--- src/rtl/owslv_pkg.sv ---
package owslv_pkg;

  typedef enum logic [2:0] {
    ST_IDLE,
    ST_SLOT,
    ST_WAIT_RISE,
    ST_PRES_WAIT,
    ST_PRES_DRIVE
  } owslv_state_t;

  // True on the tick that brings a count started at zero up to lim ticks
  function automatic logic reached(input logic tk, input int unsigned cnt,
                                   input int unsigned lim);
    return tk && (cnt + 1 == lim);
  endfunction

endpackage

--- src/rtl/owslv_sync.sv ---
module owslv_sync (
  input  logic clk,
  input  logic rst_n,
  input  logic din,
  output logic dout,
  output logic fall,
  output logic rise
);
  logic s1, s2, s3;

  always_ff @(posedge clk or negedge rst_n) begin
    if (!rst_n) begin
      s1 <= 1'b1;
      s2 <= 1'b1;
      s3 <= 1'b1;
    end else begin
      s1 <= din;
      s2 <= s1;
      s3 <= s2;
    end
  end

  assign dout = s2;
  assign fall = s3 & ~s2;
  assign rise = ~s3 & s2;

endmodule

--- src/rtl/owslv_timer.sv ---
module owslv_timer #(
  parameter int W = 10
) (
  input  logic         clk,
  input  logic         rst_n,
  input  logic         clr,
  input  logic         tick,
  output logic [W-1:0] count
);
  always_ff @(posedge clk or negedge rst_n) begin
    if (!rst_n)                        count <= '0;
    else if (clr)                      count <= '0;
    else if (tick && (count != '1))    count <= count + 1'b1;
  end
endmodule

--- src/rtl/owslv_phy.sv ---
module owslv_phy
  import owslv_pkg::*;
#(
  parameter int unsigned T_RST_MIN   = 400,
  parameter int unsigned T_PRES_WAIT = 30,
  parameter int unsigned T_PRES_LEN  = 160,
  parameter int unsigned T_SAMPLE    = 25,
  parameter int unsigned T_ZERO_HOLD = 30
) (
  input  logic clk,
  input  logic rst_n,
  input  logic tick,
  input  logic bus_in,
  output logic bus_drive_low,
  input  logic hush,
  input  logic tx_valid,
  input  logic tx_bit,
  output logic tx_req,
  output logic rx_valid,
  output logic rx_data,
  output logic reset_seen
);
  localparam int CNT_W = $clog2(T_RST_MIN + T_PRES_LEN + 2);

  owslv_state_t state;
  logic line_s, fall_s, rise_s;
  logic [CNT_W-1:0] cnt;
  logic slot_read, slot_hush;

  // Named internal events
  logic slot_start, ev_sample, ev_zero, ev_rst, ev_pw, ev_pl, tmr_clr;

  owslv_sync u_sync (
    .clk(clk), .rst_n(rst_n), .din(bus_in),
    .dout(line_s), .fall(fall_s), .rise(rise_s)
  );

  owslv_timer #(.W(CNT_W)) u_timer (
    .clk(clk), .rst_n(rst_n), .clr(tmr_clr), .tick(tick), .count(cnt)
  );

  always_comb begin
    slot_start = fall_s && ((state == ST_IDLE) || (state == ST_SLOT));
    ev_sample  = reached(tick, 32'(cnt), T_SAMPLE);
    ev_zero    = reached(tick, 32'(cnt), T_ZERO_HOLD);
    ev_rst     = reached(tick, 32'(cnt), T_RST_MIN);
    ev_pw      = reached(tick, 32'(cnt), T_PRES_WAIT);
    ev_pl      = reached(tick, 32'(cnt), T_PRES_LEN);
    tmr_clr    = slot_start
              || ((state == ST_WAIT_RISE) && rise_s)
              || ((state == ST_PRES_WAIT) && ev_pw);
  end

  always_ff @(posedge clk or negedge rst_n) begin
    if (!rst_n) begin
      state         <= ST_IDLE;
      bus_drive_low <= 1'b0;
      slot_read     <= 1'b0;
      slot_hush     <= 1'b0;
      tx_req        <= 1'b0;
      rx_valid      <= 1'b0;
      rx_data       <= 1'b0;
      reset_seen    <= 1'b0;
    end else begin
      tx_req     <= 1'b0;
      rx_valid   <= 1'b0;
      reset_seen <= 1'b0;
      unique case (state)
        ST_IDLE, ST_SLOT: begin
          if (slot_start) begin
            state         <= ST_SLOT;
            slot_read     <= tx_valid && !hush;
            slot_hush     <= hush;
            tx_req        <= tx_valid && !hush;
            bus_drive_low <= tx_valid && !hush && !tx_bit;
          end else if (state == ST_SLOT) begin
            if (ev_zero) bus_drive_low <= 1'b0;
            if (ev_sample && !slot_read && !slot_hush) begin
              rx_valid <= 1'b1;
              rx_data  <= line_s;
            end
            if (ev_rst) state <= line_s ? ST_IDLE : ST_WAIT_RISE;
          end
        end
        ST_WAIT_RISE: begin
          if (rise_s) begin
            reset_seen <= 1'b1;
            state      <= ST_PRES_WAIT;
          end
        end
        ST_PRES_WAIT: begin
          if (ev_pw) begin
            bus_drive_low <= 1'b1;
            state         <= ST_PRES_DRIVE;
          end
        end
        ST_PRES_DRIVE: begin
          if (ev_pl) begin
            bus_drive_low <= 1'b0;
            state         <= ST_IDLE;
          end
        end
        default: state <= ST_IDLE;
      endcase
    end
  end

  // Drive only comes from a read slot or the presence pulse
  AST_DRIVE_SOURCE: assert property (@(posedge clk) disable iff (!rst_n)
    bus_drive_low |-> ((state == ST_SLOT) && slot_read) || (state == ST_PRES_DRIVE));

  AST_PRES_HELD: assert property (@(posedge clk) disable iff (!rst_n)
    (state == ST_PRES_DRIVE) |-> bus_drive_low);

  AST_RX_SINGLE: assert property (@(posedge clk) disable iff (!rst_n)
    rx_valid |=> !rx_valid);

  AST_RX_WRITE_ONLY: assert property (@(posedge clk) disable iff (!rst_n)
    rx_valid |-> (!slot_read && !slot_hush));

  AST_RESET_ON_RISE: assert property (@(posedge clk) disable iff (!rst_n)
    reset_seen |-> ((state == ST_PRES_WAIT) && ($past(state) == ST_WAIT_RISE)));

  AST_HUSH_NO_REQ: assert property (@(posedge clk) disable iff (!rst_n)
    tx_req |-> !slot_hush);

endmodule

--- config.mk ---
export PLATFORM = sky130hd
export DESIGN_NAME = owslv_phy
export DESIGN_NICKNAME = d
export VERILOG_FILES = /design/src/rtl/owslv_pkg.sv /design/src/rtl/owslv_sync.sv /design/src/rtl/owslv_timer.sv /design/src/rtl/owslv_phy.sv
export SDC_FILE = /design/constraint.sdc
export NUM_CORES = 1
export LEC_CHECK = 0
export ABC_AREA = 1
export ABC_CLOCK_PERIOD_IN_PS = 4600
export BUFFER_PORTS_ARGS = -buffer_cell sky130_fd_sc_hd__buf_2
export CORE_MARGIN = 8
export CORE_UTILIZATION = 45
export CTS_BUF_LIST = sky130_fd_sc_hd__clkbuf_2
export DETAILED_ROUTE_END_ITERATION = 16
export SYNTH_ARGS = -nofsm -noshare
export SYNTH_HDL_FRONTEND = slang
export SYNTH_SLANG_ARGS = --single-unit
--- constraint.sdc ---
create_clock -name clk -period 4.6 [get_ports clk]
set_clock_uncertainty 0.15 [all_clocks]
set_input_delay 0.92 -clock clk [delete_from_list [all_inputs] [get_ports clk]]
set_output_delay 0.92 -clock clk [all_outputs]
set_load 0.005 [all_outputs]
==> flow_summary.json <==
{
  "final-hold-violation-count": 0,
  "cts.clk_slew.worst_paths_ns": 0.24,
  "synthesis.instances": 202,
  "top_usage_layer": "met2",
  "synth_area_um2": 1480,
  "clock.fmax_mhz": 417,
  "critPathMostFrequentCell": "sky130_fd_sc_hd__nand2_1",
  "p_per_area_nw_per_um2": 397,
  "ys_types": 26,
  "timing.max_cap.violations": 0,
  "critical_path.reg2reg.startpoint": "u_timer.count[0]",
  "numPortBuffers": 11,
  "placed_cells_incl_taps": 255,
  "layout.cells.most_common_list": "sky130_fd_sc_hd__nand2_1, sky130_fd_sc_hd__inv_1, sky130_fd_sc_hd__nor2_1",
  "layout.area.seq_um2": 579,
  "worstMarginPinSlew_ns": 0.509,
  "setup-violations-final": 0,
  "dp_hpwl_um": 2460,
  "postCtsSetupRepairBufs": 0,
  "finalMaxSlewViolations": 0,
  "timing.critical_path.fanout_max": 13,
  "holdPathEnd": "u_sync.dout",
  "numClockSinks": 23,
  "multi_input_area_um2": 763,
  "grt_overflow": 0,
  "route.final.wire_length_um": 3170,
  "rows": 20,
  "fill_cells": 310,
  "worst-endpoint-arrival_ns": 2.54,
  "grt_start_max_net_pins": 24,
  "area_growth_syn_to_layout_pct": 7.72,
  "crit_path_max_incr_delay_ns": 0.56,
  "gr-usage-all-layers_pct": 13.1,
  "latest_clock_arrival_within_the_worst_skew_pair_ns": 0.37,
  "final_critical_path_setup_slack_ns": 2.20,
  "die_area_um2": 5370,
  "path_class": "reg -> reg",
  "route.detailed.wl_per_inst_um": 12.2,
  "finalSetupTns_ns": 0,
  "postRouteAntennaNets": 0,
  "global_route.usage.met1_pct": 16.3,
  "r2r-end": "state[1]",
  "worst_ir_drop_vdd_mv": 0.185,
  "groute.layer.met2.usage_pct": 21.6,
  "leakagePower_nw": 0.804,
  "r2r_slack_ns": 2.20,
  "place_congestion": 0.875,
  "synth_warnings": 0,
  "final_common_cell": "sky130_fd_sc_hd__nand2_1",
  "via_count": 1276,
  "floorplan.io_pins": 12,
  "synth.ff_latch_count": 23,
  "critPathLaunchType": "flip-flop",
  "cts_made_buffers": 3,
  "postCtsHoldBufs": 0,
  "ctsLongestPathBuffers": 2,
  "worst_path_cell_chain": "ha_1 -> nand2_1 -> nor2_4 -> nand3_1 -> nand2_1 -> a21oi_1 -> nand3b_1 -> nand2_1 -> nand2_1 -> inv_1 -> nand3_1 -> nand2_1",
  "syn-num-nets": 213,
  "antennaDiodeCount": 0,
  "die_h_um": 73.3,
  "finish.utilization_pct": 51.6,
  "timing.hold.ws_ns": 0.225,
  "reg2reg_depth": 12,
  "grt_pass1_vias": 1234,
  "synth_ff_type": "sky130_fd_sc_hd__dfrtp_1",
  "num-nets-final": 227,
  "syn-mean-instance-area_um2": 7.30,
  "global_route_wire_length_before_repair_um": 5560,
  "preCtsSetupSlack_ns": 2.25,
  "drt_iter0_markers": 46,
  "yosysSeqAreaShare_pct": 39.3,
  "worst_hold_path.num_cells": 0,
  "run_status": "completed",
  "die_extent_in_x_um": 73.3,
  "cts.repair.resized": 0,
  "period_needed_ns": 2.40,
  "remaining_drc_errors": 0,
  "finalNonFillerCells": 259,
  "cts_htree_levels": 1,
  "crit_required_ns": 4.74,
  "clock_tree_from_tritoncts": "yes",
  "cts_root_buf": "sky130_fd_sc_hd__clkbuf_2",
  "hold_path.startpoint": "u_sync.s1",
  "hold_path_class": "reg -> reg",
  "endpoint_kind": "flip-flop",
  "vias_per_cell": 4.93,
  "rsz0062_at_grt": "no",
  "drtPass1Iterations": 4,
  "floorplan.initialDensity_pct": 47.9,
  "synth_edf_count": 0,
  "worst_slew_margin_rel_pct": 65.8,
  "min_period_over_period_pct": 52.1,
  "antenna_found_initial": 0,
  "grt_util_met3_pct": 2.04,
  "critical_path.slowest_cell": "sky130_fd_sc_hd__dfrtp_1",
  "synth-async-reset-ratio_pct": 100,
  "placeableCoreArea_um2": 3080,
  "ratio_of_cells_with_drive_above_1_in_the_final_layout_pct": 17.2
}
==> report_power, final <==
| part | leakage, nW | switching [mW] | internal, mW |
|---|---|---|---|
| Combinational | 0.489 | 0.167 | 0.0871 |
| Sequential | 0.299 | 0.0461 | 0.242 |
| Clock | 0.0164 | 0.0695 | 0.0197 |
==> worst max path at each step <==
stage	startpoint	endpoint
4_1_cts	u_timer.count[0]	state[1]
5_1_grt	u_timer.count[0]	state[1]
2_1_floorplan	u_timer.count[0]	rx_data
3_5_place_dp	u_timer.count[0]	state[1]
3_3_place_gp	tick	rx_data
6_report	u_timer.count[0]	state[1]
==> layout make-up <==
type | count | share of cell area (%)
well taps | 44 | 3.46
inverters | 31 | 7.32
flip-flops and latches | 23 | 36.5
repair buffers | 11 | 3.46
clock inverters | 1 | 0.315
multi-input cells | 146 | 48.0
clock buffers | 3 | 0.945
==> registers in the layout (all words and copies together) (netlist names) <==
signal,flops
u_sync.s1,1
slot_hush,1
u_timer.count,10
bus_drive_low,1
tx_req,1
state,3
rx_valid,1
slot_read,1
rx_data,1
u_sync.s3,1
u_sync.dout,1
reset_seen,1
==> routing by layer <==
layer  wire length, um  up-vias
met5                 0        -
met4                49        0
met3               127        5
met2              1480       17
met1              1510      592
li1                  -      662
==> synthesized netlist by cell type, types with 2 or more instances <==
master / count / share of area [%]
sky130_fd_sc_hd__inv_1: 29 / 7.4
sky130_fd_sc_hd__a21oi_1: 11 / 3.7
sky130_fd_sc_hd__nor2_2: 4 / 1.7
sky130_fd_sc_hd__nand2_2: 3 / 1.3
sky130_fd_sc_hd__dfstp_2: 3 / 5.3
sky130_fd_sc_hd__nand3_2: 2 / 1.4
sky130_fd_sc_hd__nand3_1: 16 / 5.4
sky130_fd_sc_hd__ha_1: 4 / 3.4
sky130_fd_sc_hd__nor3_1: 6 / 2.0
sky130_fd_sc_hd__nor2_1: 23 / 5.9
sky130_fd_sc_hd__dfrtp_1: 20 / 34
sky130_fd_sc_hd__nor2_4: 4 / 3.1
sky130_fd_sc_hd__nand2_1: 56 / 14
sky130_fd_sc_hd__o21ai_0: 2 / 0.68
sky130_fd_sc_hd__inv_2: 2 / 0.51
sky130_fd_sc_hd__nand4_1: 4 / 1.7
sky130_fd_sc_hd__o21bai_1: 4 / 2.0
==> through the flow <==
step / instance area, um2 / total power [mW]
2_1_floorplan: 1480 / 0.488
3_3_place_gp: 1570 / 0.537
3_5_place_dp: 1570 / 0.544
4_1_cts: 1590 / 0.635
5_1_grt: 1590 / 0.689
6_report: 1590 / 0.631
==> cell families after synthesis <==
logic type	after synthesis	synth area share (%)
buffers and inverters	33	8.99
DFF	23	39.3
and+or+nand+nor	122	39.5
AOI/OAI and AO/OA	19	8.06
adders and majority gates	4	3.39
muxes	1	0.763
==> worst max-delay path: cells and delay by family, from the launching register on <==
kind	cells	cell delay, ns
AND/OR/NAND/NOR	9	1.17
flip-flops	1	0.56
adder cells (fa/ha/maj)	1	0.26
AO/OA/AOI/OAI	1	0.10
buffers and inverters	1	0.07
No activity file was read; power rests on OpenSTA's default activity.
